==> src/rtl/spdif_pkg.sv <==
package spdif_pkg;

  localparam int HALVES_PER_SUB = 64;

  // toggle masks for preamble half-cells, bit i = toggle in half i
  localparam logic [7:0] PRE_BLOCK_TOG = 8'b0011_1001;
  localparam logic [7:0] PRE_LEFT_TOG  = 8'b1100_1001;
  localparam logic [7:0] PRE_RIGHT_TOG = 8'b0110_1001;

  typedef struct packed {
    logic loadWord;
    logic preamble;
    logic preToggle;
    logic dataSlot;
    logic paritySlot;
    logic firstHalf;
    logic rightSub;
    logic csBit;
  } ctrlStrobes_t;

endpackage

==> src/rtl/spdif_ctrl.sv <==
module spdif_ctrl
  import spdif_pkg::*;
#(
  parameter int BLOCK_FRAMES = 192,
  parameter int CS_BYTES     = 5,
  parameter int MSG_BYTES    = 129,
  localparam int FRAME_W = $clog2(BLOCK_FRAMES),
  localparam int MSG_BITS = MSG_BYTES * 8,
  localparam int UIDX_W  = $clog2(MSG_BITS)
) (
  input  logic                  clk,
  input  logic                  rstN,
  input  logic                  txEnable,
  input  logic [CS_BYTES*8-1:0] csBytes,
  output ctrlStrobes_t          strobes,
  output logic [UIDX_W-1:0]     usrIdx,
  output logic [6:0]            halfPos,
  output logic [FRAME_W-1:0]    frameIdx
);

  localparam int CS_BITS = CS_BYTES * 8;
  localparam int CSIDX_W = $clog2(CS_BITS);

  logic [6:0]         halfCnt;
  logic [FRAME_W-1:0] frameCnt;
  logic [UIDX_W-1:0]  usrCnt;
  logic [4:0]         slot;
  logic [7:0]         prePat;
  logic [CSIDX_W-1:0] csIdx;
  logic               csSel;

  always_ff @(posedge clk or negedge rstN) begin
    if (!rstN) begin
      halfCnt  <= '0;
      frameCnt <= '0;
      usrCnt   <= '0;
    end else if (!txEnable) begin
      halfCnt  <= '0;
      frameCnt <= '0;
      usrCnt   <= '0;
    end else begin
      halfCnt <= halfCnt + 7'd1;
      if (halfCnt == 7'd127)
        frameCnt <= (frameCnt == FRAME_W'(BLOCK_FRAMES - 1)) ? '0 : frameCnt + FRAME_W'(1);
      if (halfCnt[5:0] == 6'd63)
        usrCnt <= (usrCnt == UIDX_W'(MSG_BITS - 1)) ? '0 : usrCnt + UIDX_W'(1);
    end
  end

  assign slot = halfCnt[5:1];

  always_comb begin
    if (halfCnt[6])            prePat = PRE_RIGHT_TOG;
    else if (frameCnt == '0)   prePat = PRE_BLOCK_TOG;
    else                       prePat = PRE_LEFT_TOG;
  end

  assign csIdx = CSIDX_W'(frameCnt);

  always_comb begin
    csSel = 1'b0;
    if (frameCnt < FRAME_W'(CS_BITS)) csSel = csBytes[csIdx];
  end

  always_comb begin
    strobes.loadWord   = (halfCnt[5:0] == 6'd7);
    strobes.preamble   = (halfCnt[5:3] == 3'd0);
    strobes.preToggle  = prePat[halfCnt[2:0]];
    strobes.dataSlot   = (slot >= 5'd4) && (slot != 5'd31);
    strobes.paritySlot = (slot == 5'd31);
    strobes.firstHalf  = ~halfCnt[0];
    strobes.rightSub   = halfCnt[6];
    strobes.csBit      = csSel;
  end

  assign usrIdx   = usrCnt;
  assign halfPos  = halfCnt;
  assign frameIdx = frameCnt;

endmodule

==> src/rtl/spdif_dp.sv <==
module spdif_dp
  import spdif_pkg::*;
#(
  parameter int SAMPLE_W  = 20,
  parameter int RAW_W     = 16,
  parameter int AUDIO_W   = 24,
  parameter int MSG_BYTES = 129,
  localparam int ADDR_W = $clog2(MSG_BYTES),
  localparam int UIDX_W = ADDR_W + 3
) (
  input  logic                clk,
  input  logic                rstN,
  input  logic                txEnable,
  input  logic                bypassSel,
  input  logic                validFlag,
  input  logic [SAMPLE_W-1:0] pcmLeft,
  input  logic [SAMPLE_W-1:0] pcmRight,
  input  logic [RAW_W-1:0]    rawLeft,
  input  logic [RAW_W-1:0]    rawRight,
  input  logic                usrWrEn,
  input  logic [ADDR_W-1:0]   usrWrAddr,
  input  logic [7:0]          usrWrData,
  input  ctrlStrobes_t        strobes,
  input  logic [UIDX_W-1:0]   usrIdx,
  output logic                spdifOut,
  output logic                spdifOe
);

  localparam int WORD_W = AUDIO_W + 3;

  logic [7:0]         msgMem [MSG_BYTES];
  logic               msgLoaded;
  logic [WORD_W-1:0]  shiftWord;
  logic               parAcc;
  logic               lineLvl;
  logic               toggle;
  logic               usrBit;
  logic [AUDIO_W-1:0] payload;
  logic [7:0]         msgByte;

  always_ff @(posedge clk) begin
    if (usrWrEn && ({1'b0, usrWrAddr} < (ADDR_W + 1)'(MSG_BYTES)))
      msgMem[usrWrAddr] <= usrWrData;
  end

  always_ff @(posedge clk or negedge rstN) begin
    if (!rstN)        msgLoaded <= 1'b0;
    else if (usrWrEn) msgLoaded <= 1'b1;
  end

  assign msgByte = msgMem[usrIdx[UIDX_W-1:3]];
  assign usrBit  = msgLoaded & msgByte[usrIdx[2:0]];

  always_comb begin
    if (bypassSel)
      payload = {strobes.rightSub ? rawRight : rawLeft, {(AUDIO_W - RAW_W){1'b0}}};
    else
      payload = {strobes.rightSub ? pcmRight : pcmLeft, {(AUDIO_W - SAMPLE_W){1'b0}}};
  end

  always_comb begin
    if (strobes.preamble)        toggle = strobes.preToggle;
    else if (strobes.firstHalf)  toggle = 1'b1;
    else if (strobes.paritySlot) toggle = parAcc;
    else                         toggle = shiftWord[0];
  end

  always_ff @(posedge clk or negedge rstN) begin
    if (!rstN) begin
      shiftWord <= '0;
      parAcc    <= 1'b0;
      lineLvl   <= 1'b0;
      spdifOe   <= 1'b0;
    end else if (!txEnable) begin
      shiftWord <= '0;
      parAcc    <= 1'b0;
      lineLvl   <= 1'b0;
      spdifOe   <= 1'b0;
    end else begin
      spdifOe <= 1'b1;
      lineLvl <= lineLvl ^ toggle;
      if (strobes.loadWord) begin
        shiftWord <= {strobes.csBit, usrBit, validFlag, payload};
        parAcc    <= 1'b0;
      end else if (strobes.dataSlot && !strobes.firstHalf) begin
        shiftWord <= shiftWord >> 1;
        parAcc    <= parAcc ^ shiftWord[0];
      end
    end
  end

  assign spdifOut = lineLvl;

endmodule

==> src/rtl/spdif_tx.sv <==
module spdif_tx
  import spdif_pkg::*;
#(
  parameter int SAMPLE_W     = 20,
  parameter int RAW_W        = 16,
  parameter int CS_BYTES     = 5,
  parameter int MSG_BYTES    = 129,
  parameter int BLOCK_FRAMES = 192,
  localparam int ADDR_W  = $clog2(MSG_BYTES),
  localparam int FRAME_W = $clog2(BLOCK_FRAMES)
) (
  input  logic                  clk,
  input  logic                  rstN,
  input  logic                  txEnable,
  input  logic                  bypassSel,
  input  logic                  validFlag,
  input  logic [CS_BYTES*8-1:0] csBytes,
  input  logic [SAMPLE_W-1:0]   pcmLeft,
  input  logic [SAMPLE_W-1:0]   pcmRight,
  input  logic [RAW_W-1:0]      rawLeft,
  input  logic [RAW_W-1:0]      rawRight,
  input  logic                  usrWrEn,
  input  logic [ADDR_W-1:0]     usrWrAddr,
  input  logic [7:0]            usrWrData,
  output logic                  spdifOut,
  output logic                  spdifOe
);

  ctrlStrobes_t        strobes;
  logic [ADDR_W+2:0]   usrIdx;
  logic [6:0]          halfPos;
  logic [FRAME_W-1:0]  frameIdx;

  spdif_ctrl #(
    .BLOCK_FRAMES(BLOCK_FRAMES), .CS_BYTES(CS_BYTES), .MSG_BYTES(MSG_BYTES)
  ) i_ctrl (
    .clk(clk), .rstN(rstN), .txEnable(txEnable), .csBytes(csBytes),
    .strobes(strobes), .usrIdx(usrIdx), .halfPos(halfPos), .frameIdx(frameIdx)
  );

  spdif_dp #(
    .SAMPLE_W(SAMPLE_W), .RAW_W(RAW_W), .AUDIO_W(24), .MSG_BYTES(MSG_BYTES)
  ) i_dp (
    .clk(clk), .rstN(rstN), .txEnable(txEnable), .bypassSel(bypassSel),
    .validFlag(validFlag), .pcmLeft(pcmLeft), .pcmRight(pcmRight),
    .rawLeft(rawLeft), .rawRight(rawRight), .usrWrEn(usrWrEn),
    .usrWrAddr(usrWrAddr), .usrWrData(usrWrData), .strobes(strobes),
    .usrIdx(usrIdx), .spdifOut(spdifOut), .spdifOe(spdifOe)
  );

endmodule

==> config.mk <==
export PLATFORM = sky130hd
export DESIGN_NAME = spdif_tx
export DESIGN_NICKNAME = d
export VERILOG_FILES = /design/src/rtl/spdif_pkg.sv /design/src/rtl/spdif_ctrl.sv /design/src/rtl/spdif_dp.sv /design/src/rtl/spdif_tx.sv
export SDC_FILE = /design/constraint.sdc
export NUM_CORES = 1
export LEC_CHECK = 0
export BUFFER_PORTS_ARGS = -buffer_cell sky130_fd_sc_hd__buf_2
export CAP_MARGIN = 20
export CORE_ASPECT_RATIO = 0.7
export CORE_UTILIZATION = 45
export CTS_CLUSTER_SIZE = 20
export DETAILED_ROUTE_END_ITERATION = 8
export PLACE_DENSITY_LB_ADDON = 0.12
export SLEW_MARGIN = 10
export SYNTH_ARGS = -nofsm -noshare
export SYNTH_HDL_FRONTEND = slang
export SYNTH_HIERARCHICAL = 1
export SYNTH_SLANG_ARGS = --single-unit
export TNS_END_PERCENT = 5
==> constraint.sdc <==
create_clock -name clk -period 7.7 [get_ports clk]
set_input_delay 1.54 -clock clk [delete_from_list [all_inputs] [get_ports clk]]
set_output_delay 1.54 -clock clk [all_outputs]
set_load 0.05 [all_outputs]
Word level (Yosys, flattened, before mapping)

Memory sizes are Yosys's and may differ from the RTL's.
Index checks and enable logic that the tools add are counted.

Register bits after elaboration: 57
RAM bits: 1,032
Input bits: 134
Output and inout port bits: 2
Memories kept: 1

Add/sub/neg operators: 3
Magnitude comparators: 6
Eq/ne operators: 10
Multiplexer cells: 32
Bitwise logic cells: 3
Reduce and logical (&&, ||, !) cells: 5

Memory list:

| memory      | depth | bits a word | rd ports | clocked after memory_dff | write ports | RTL line       | source |
|---|---|---|---|---|---|---|---|
| i_dp.msgMem | 129   | 8           | 1        | 0                        | 1           | spdif_dp.sv:31 | `logic [7:0] msgMem [MSG_BYTES];` |

Operators with widths:

| operator                | count |
|---|---|
| $mux W27                | 3 |
| $mux W8                 | 5 |
| $mux W11                | 3 |
| $mux W24                | 1 |
| $mux W20                | 1 |
| $mux W16                | 1 |
| $mux W1                 | 14 |
| $add A11 B1 Y11 const B | 1 |
| $eq A11 B11 Y1 const B  | 1 |
| $add A8 B1 Y8 const B   | 1 |
| $eq A8 B8 Y1 const B    | 1 |
| $logic_not A8 Y1        | 1 |
| $lt A3 B4 Y1 const B    | 2 |
| $lt A8 B6 Y1 const B    | 1 |
| $lt A8 B8 Y1 const B    | 1 |
| $add A7 B1 Y7 const B   | 1 |
| $eq A7 B7 Y1 const B    | 1 |
| $lt A6 B7 Y1 const B    | 1 |
| $mux W7                 | 1 |
| $bmux W1 S3             | 2 |
| $bmux W1 S6             | 1 |
| $eq A6 B3 Y1 const B    | 1 |
| $eq A6 B6 Y1 const B    | 1 |
| $eq A5 B5 Y1 const B    | 1 |
| 8 further kinds         | 12 |

Logic depth before layout (Yosys ltp)

Word-level depth: 8
Gate-level depth with buffers: 13
Gate-level depth less buffers: 10

Hierarchy

The synthesis kept the hierarchy.

Modules (own cells, without submodules):

| module     | times used | cells an instance | area an instance (um^2) |
|---|---|---|---|
| spdif_dp   | 1          | 2,193             | 42,588.3 |
| spdif_ctrl | 1          | 183               | 1,820.5 |

Worst setup path after synthesis

No wires, ideal clock.

Path kind: input-to-reg
From: input usrWrAddr[6]
To: memory i_dp.msgMem[60][0], enable pin
Setup time: 0.370 ns
Arrival: 2.741 ns
Required time: 7.330 ns
Path slack: 4.589 ns
Stages: 4
Buffers on the path: 1
Cell sequence: nor3b_1 > nand3_1 > clkbuf_1 > nor2_1

Cells in the longest elaborated chain, start to end: 4

RTL lines:

| what                          | RTL line       | source |
|---|---|---|
| start, declared               | spdif_tx.sv:23 | `input logic [ADDR_W-1:0] usrWrAddr,` |
| $lt A8 B8 Y1                  | spdif_dp.sv:42 | `if (usrWrEn && ({1'b0, usrWrAddr} < (ADDR_W + 1)'(MSG_BYTES)))` |
| $logic_and A1 B1 Y1           | spdif_dp.sv:42 |  |
| $mux W1                       | spdif_dp.sv:42 |  |
| $mux W1 (implied by the code) | spdif_dp.sv:43 | `msgMem[usrWrAddr] <= usrWrData;` |
| end, declared                 | spdif_dp.sv:31 |  |

Parallel ways exist; a longest one is shown, timed or not.

Worst setup path after layout

From: register i_ctrl.usrCnt[4] (netlist: i_ctrl/usrIdx[4])
To: register i_dp.shiftWord[25]

Cells in the longest elaborated chain, start to end: 6

RTL lines:

| what                          | RTL line         | source |
|---|---|---|
| start, declared               | spdif_ctrl.sv:26 | `logic [UIDX_W-1:0] usrCnt;` |
| start signal, assigned        | spdif_ctrl.sv:46 | `usrCnt <= (usrCnt == UIDX_W'(MSG_BITS - 1)) ? '0 : usrCnt + UIDX_W'(1);` |
| $mem_v2 Z129 W8               | n/a              |  |
| $bmux W1 S3                   | spdif_dp.sv:52   | `assign usrBit = msgLoaded & msgByte[usrIdx[2:0]];` |
| $mux W1 (implied by the code) | spdif_dp.sv:52   |  |
| $and A1 B1 Y1                 | spdif_dp.sv:52   |  |
| $mux W27                      | spdif_dp.sv:82   | `if (strobes.loadWord) begin` |
| $mux W27                      | spdif_dp.sv:74   | `end else if (!txEnable) begin` |
| end signal, assigned          | spdif_dp.sv:83   | `shiftWord <= {strobes.csBit, usrBit, validFlag, payload};` |
| end signal, assigned          | spdif_dp.sv:86   | `shiftWord <= shiftWord >> 1;` |
| end, declared                 | spdif_dp.sv:33   | `logic [WORD_W-1:0] shiftWord;` |

Every way passes these cells. The select of a mux whose other input is x is not followed.
A chain may end at the register's enable or synchronous reset.

==> metrics <==
NumNets Final 2667; DR vias 24400; Hold Slack 484 ps; H-Tree Level Count 3; Syn-to-layout area delta 11.6%; layout cells sized above 1 23.5%; Crit path required time 8280 ps; PwrDens 235 nW/um2; area of the core 96900 um2; met1 usage 40.5%; Num CTS Buffers 102; drt first-iter violations 3320; largest net degree at the start of global routing 125; Final Util 51.2%; CTS root buf clkbuf_16; Antenna Violating Nets Remaining 0; CP max stage cell dfrtp_4; RePlAce Congestion 0.912; ys flop type edfxtp_1; M3 GR Usage 5.83%; Detailed Place HPWL 79200 um; buffers plus inverters on the worst setup path 1; status completed; Tightest Pin Transition 1100 ps; initial core utilization 45.8%; initial antenna violation count 4; total stage count of the critical path 9; hold buffer count at CTS 0; Hold Path Stages 1; clock skew 22.6 ps; Max Slew Vio Count 0; clk buf depth 3; die area 100000 um2; Vias/cell 6.21; GR Util All Layers 25.4%; Worst-path clk slew 60 ps; register area share after synthesis 73.0%; Setup Buffers After CTS 0; cell area after synthesis 44400 um2; Worst path max stage delay 860 ps; TNS Setup 0 ps; Tcrit/Tclk final 55.8%; Ys Warns 6; crit path kind flip-flop to flip-flop; die height 265 um; ranking of synthesized cells by area edfxtp_1 (70%), mux4_2 (12%), dfrtp_1 (3.2%); Post-Synthesis Mean Instance Area 18.7 um2; Max Cap Violations 0; Async SR Flop Fraction 5.23%; worst reg2reg setup slack 3410 ps; largest area contributor in the netlist edfxtp_1; final setup fails 0; routing usage on met2 35.7%; crit path max fanout 55; CP startpoint kind flip-flop; global route overflow 0; CP delay by family, top compound AO/OA/AOI/OAI gates; Top Ports 136; TritonRoute pass-1 iters 5; syn_nets 2514; Reg2Reg Depth 9; CTS tree built; worst path cell trace buf_4, or2_2, o22ai_1, o21ai_0, o2111ai_1, or4_1, a32oi_1, a311oi_1, nor3_1; Relative slew margins 26.4%; vias in the first global route 23700; post_cts resized 0; Max VDD drop 203 uV; DR DRC count 0; first-pass GRT wire length 180000 um; Clock Latency Late Sink 690 ps; EDFF count, synth 1032; Period minus WS final 4290 ps; Fill cells 7785; final hold vios 0; clk sinks 1089; fmax 233 MHz; count of cell types in the netlist 78; IO buf count 135; static leakage 0.0152 uW; RSZ-0062 raised after global routing false; drt wl/cell 31.8 um; Antenna Cells 0; share of the synthesized area in the top cell type 69.8%; Critical Path AT 4870 ps; Hold Crit Class flip-flop to flip-flop; Die Wd 377 um; routed wire length 125000 um; Mapped Cells 2376; Yosys reg bits 1089; crit end category flip-flop; GR peak layer met1; row count 95
==> synth_stat cells (15+ instances only) <==
| master | n |
|---|---|
| a211oi_1 | 15 |
| a21oi_1 | 76 |
| a22oi_1 | 38 |
| buf_2 | 38 |
| buf_4 | 27 |
| clkbuf_1 | 45 |
| dfrtp_1 | 57 |
| edfxtp_1 | 1032 |
| mux2_2 | 26 |
| mux2i_1 | 91 |
| mux4_2 | 237 |
| nand2_1 | 117 |
| nand2b_1 | 17 |
| nand3_1 | 39 |
| nor2_1 | 171 |
| nor2b_1 | 50 |
| nor3_1 | 23 |
| o21ai_0 | 20 |
| o22ai_1 | 30 |
==> area by class of cell <==
type                            instances  area (um2)  share of cell area, %
Clock buffer                          137        2820                   5.69
Timing Repair Buffer                  180        1080                   2.18
Tap cell                             1309        1640                   3.30
Clock inverter                         53         415                  0.838
Inverter                               13        48.8                 0.0985
Sequential cell                      1089       32400                   65.4
Multi-Input combinational cell       1143       11100                   22.5
==> metrics by stage <==
stage / area (um2) / setup slack (ps) / instances / total power [uW]
after floorplan: 44400 / 4590 / 2376 / 6680
after global placement: 46300 / 2920 / 3734 / 6860
after detailed placement: 46300 / 2870 / 3734 / 6870
after CTS: 49600 / 3390 / 3924 / 11800
after global routing: 49600 / 3330 / 3924 / 12000
final: 49600 / 3410 / 3924 / 11700
==> flip-flops by register name (all words and copies together) (netlist names) <==
name / cells
i_dp/spdifOe: 1
i_ctrl/halfPos: 7
i_dp/msgMem: 1032
i_ctrl/usrIdx: 11
i_dp/msgLoaded: 1
i_ctrl/frameIdx: 8
i_dp/shiftWord: 27
i_dp/parAcc: 1
i_dp/spdifOut: 1
==> per-layer routing <==
layer | vias to the layer above | share of wire (%)
met2 | 1255 | 43
li1 | 10000 | -
met4 | 2 | 1.6
met1 | 13000 | 45
met5 | - | 0.010
met3 | 146 | 10
==> cells in the final DEF (no fill, tap or decap), types with 9 or more instances in the layout <==
cell / count
nor4_1: 13
inv_1: 11
nor2b_1: 49
o31ai_1: 11
mux2i_1: 91
buf_4: 48
clkinv_2: 19
o22ai_1: 30
nand2b_1: 17
and2_1: 14
a22oi_1: 38
nor2_1: 171
mux2_2: 26
a211oi_1: 15
clkbuf_16: 106
dfrtp_1: 51
nand4_1: 14
nor3_1: 23
nand2_1: 117
a21oi_1: 76
or4_1: 12
clkbuf_1: 26
nand3_1: 39
mux4_2: 237
edfxtp_1: 1032
o21ai_0: 20
a311oi_1: 9
buf_2: 127
clkinv_1: 21
mux4_1: 10
==> kinds of logic (layout without fill, tap and decap cells) <==
kind of cell,after synthesis,after routing,share of synthesized area (%)
AND/OR/NAND/NOR,510,510,5.54
adder cells (fa/ha/maj),4,4,0.113
flip-flops,1089,1089,73.0
AO/OA/AOI/OAI,255,255,3.88
buffers and inverters,144,383,1.96
multiplexers,364,364,15.3
XOR/XNOR,10,10,0.197
==> worst reg2reg max path, delay by kind of cell, from the launching register on <==
family	cells	cell delay (ps)
compound gates	5	1240
buf+inv	1	830
flops	1	860
simple gates	3	1270
==> power breakdown <==
part | switching [uW] | internal [uW]
combinational | 182 | 56.8
clock | 2160 | 2760
sequential | 6.48 | 6490
==> final timing paths <==
path | startpoint | endpoint
worst min register to register | i_dp/msgLoaded | i_dp/msgLoaded
worst min-delay path | i_dp/msgLoaded | i_dp/msgLoaded
worst max-delay path | i_ctrl/usrIdx[4] | i_dp/shiftWord[25]
max in group asynchronous | rstN | i_ctrl/usrIdx[5]
min in group asynchronous | rstN | i_ctrl/frameIdx[0]
worst max register to register | i_ctrl/usrIdx[4] | i_dp/shiftWord[25]
No activity file was read; power rests on OpenSTA's default activity.
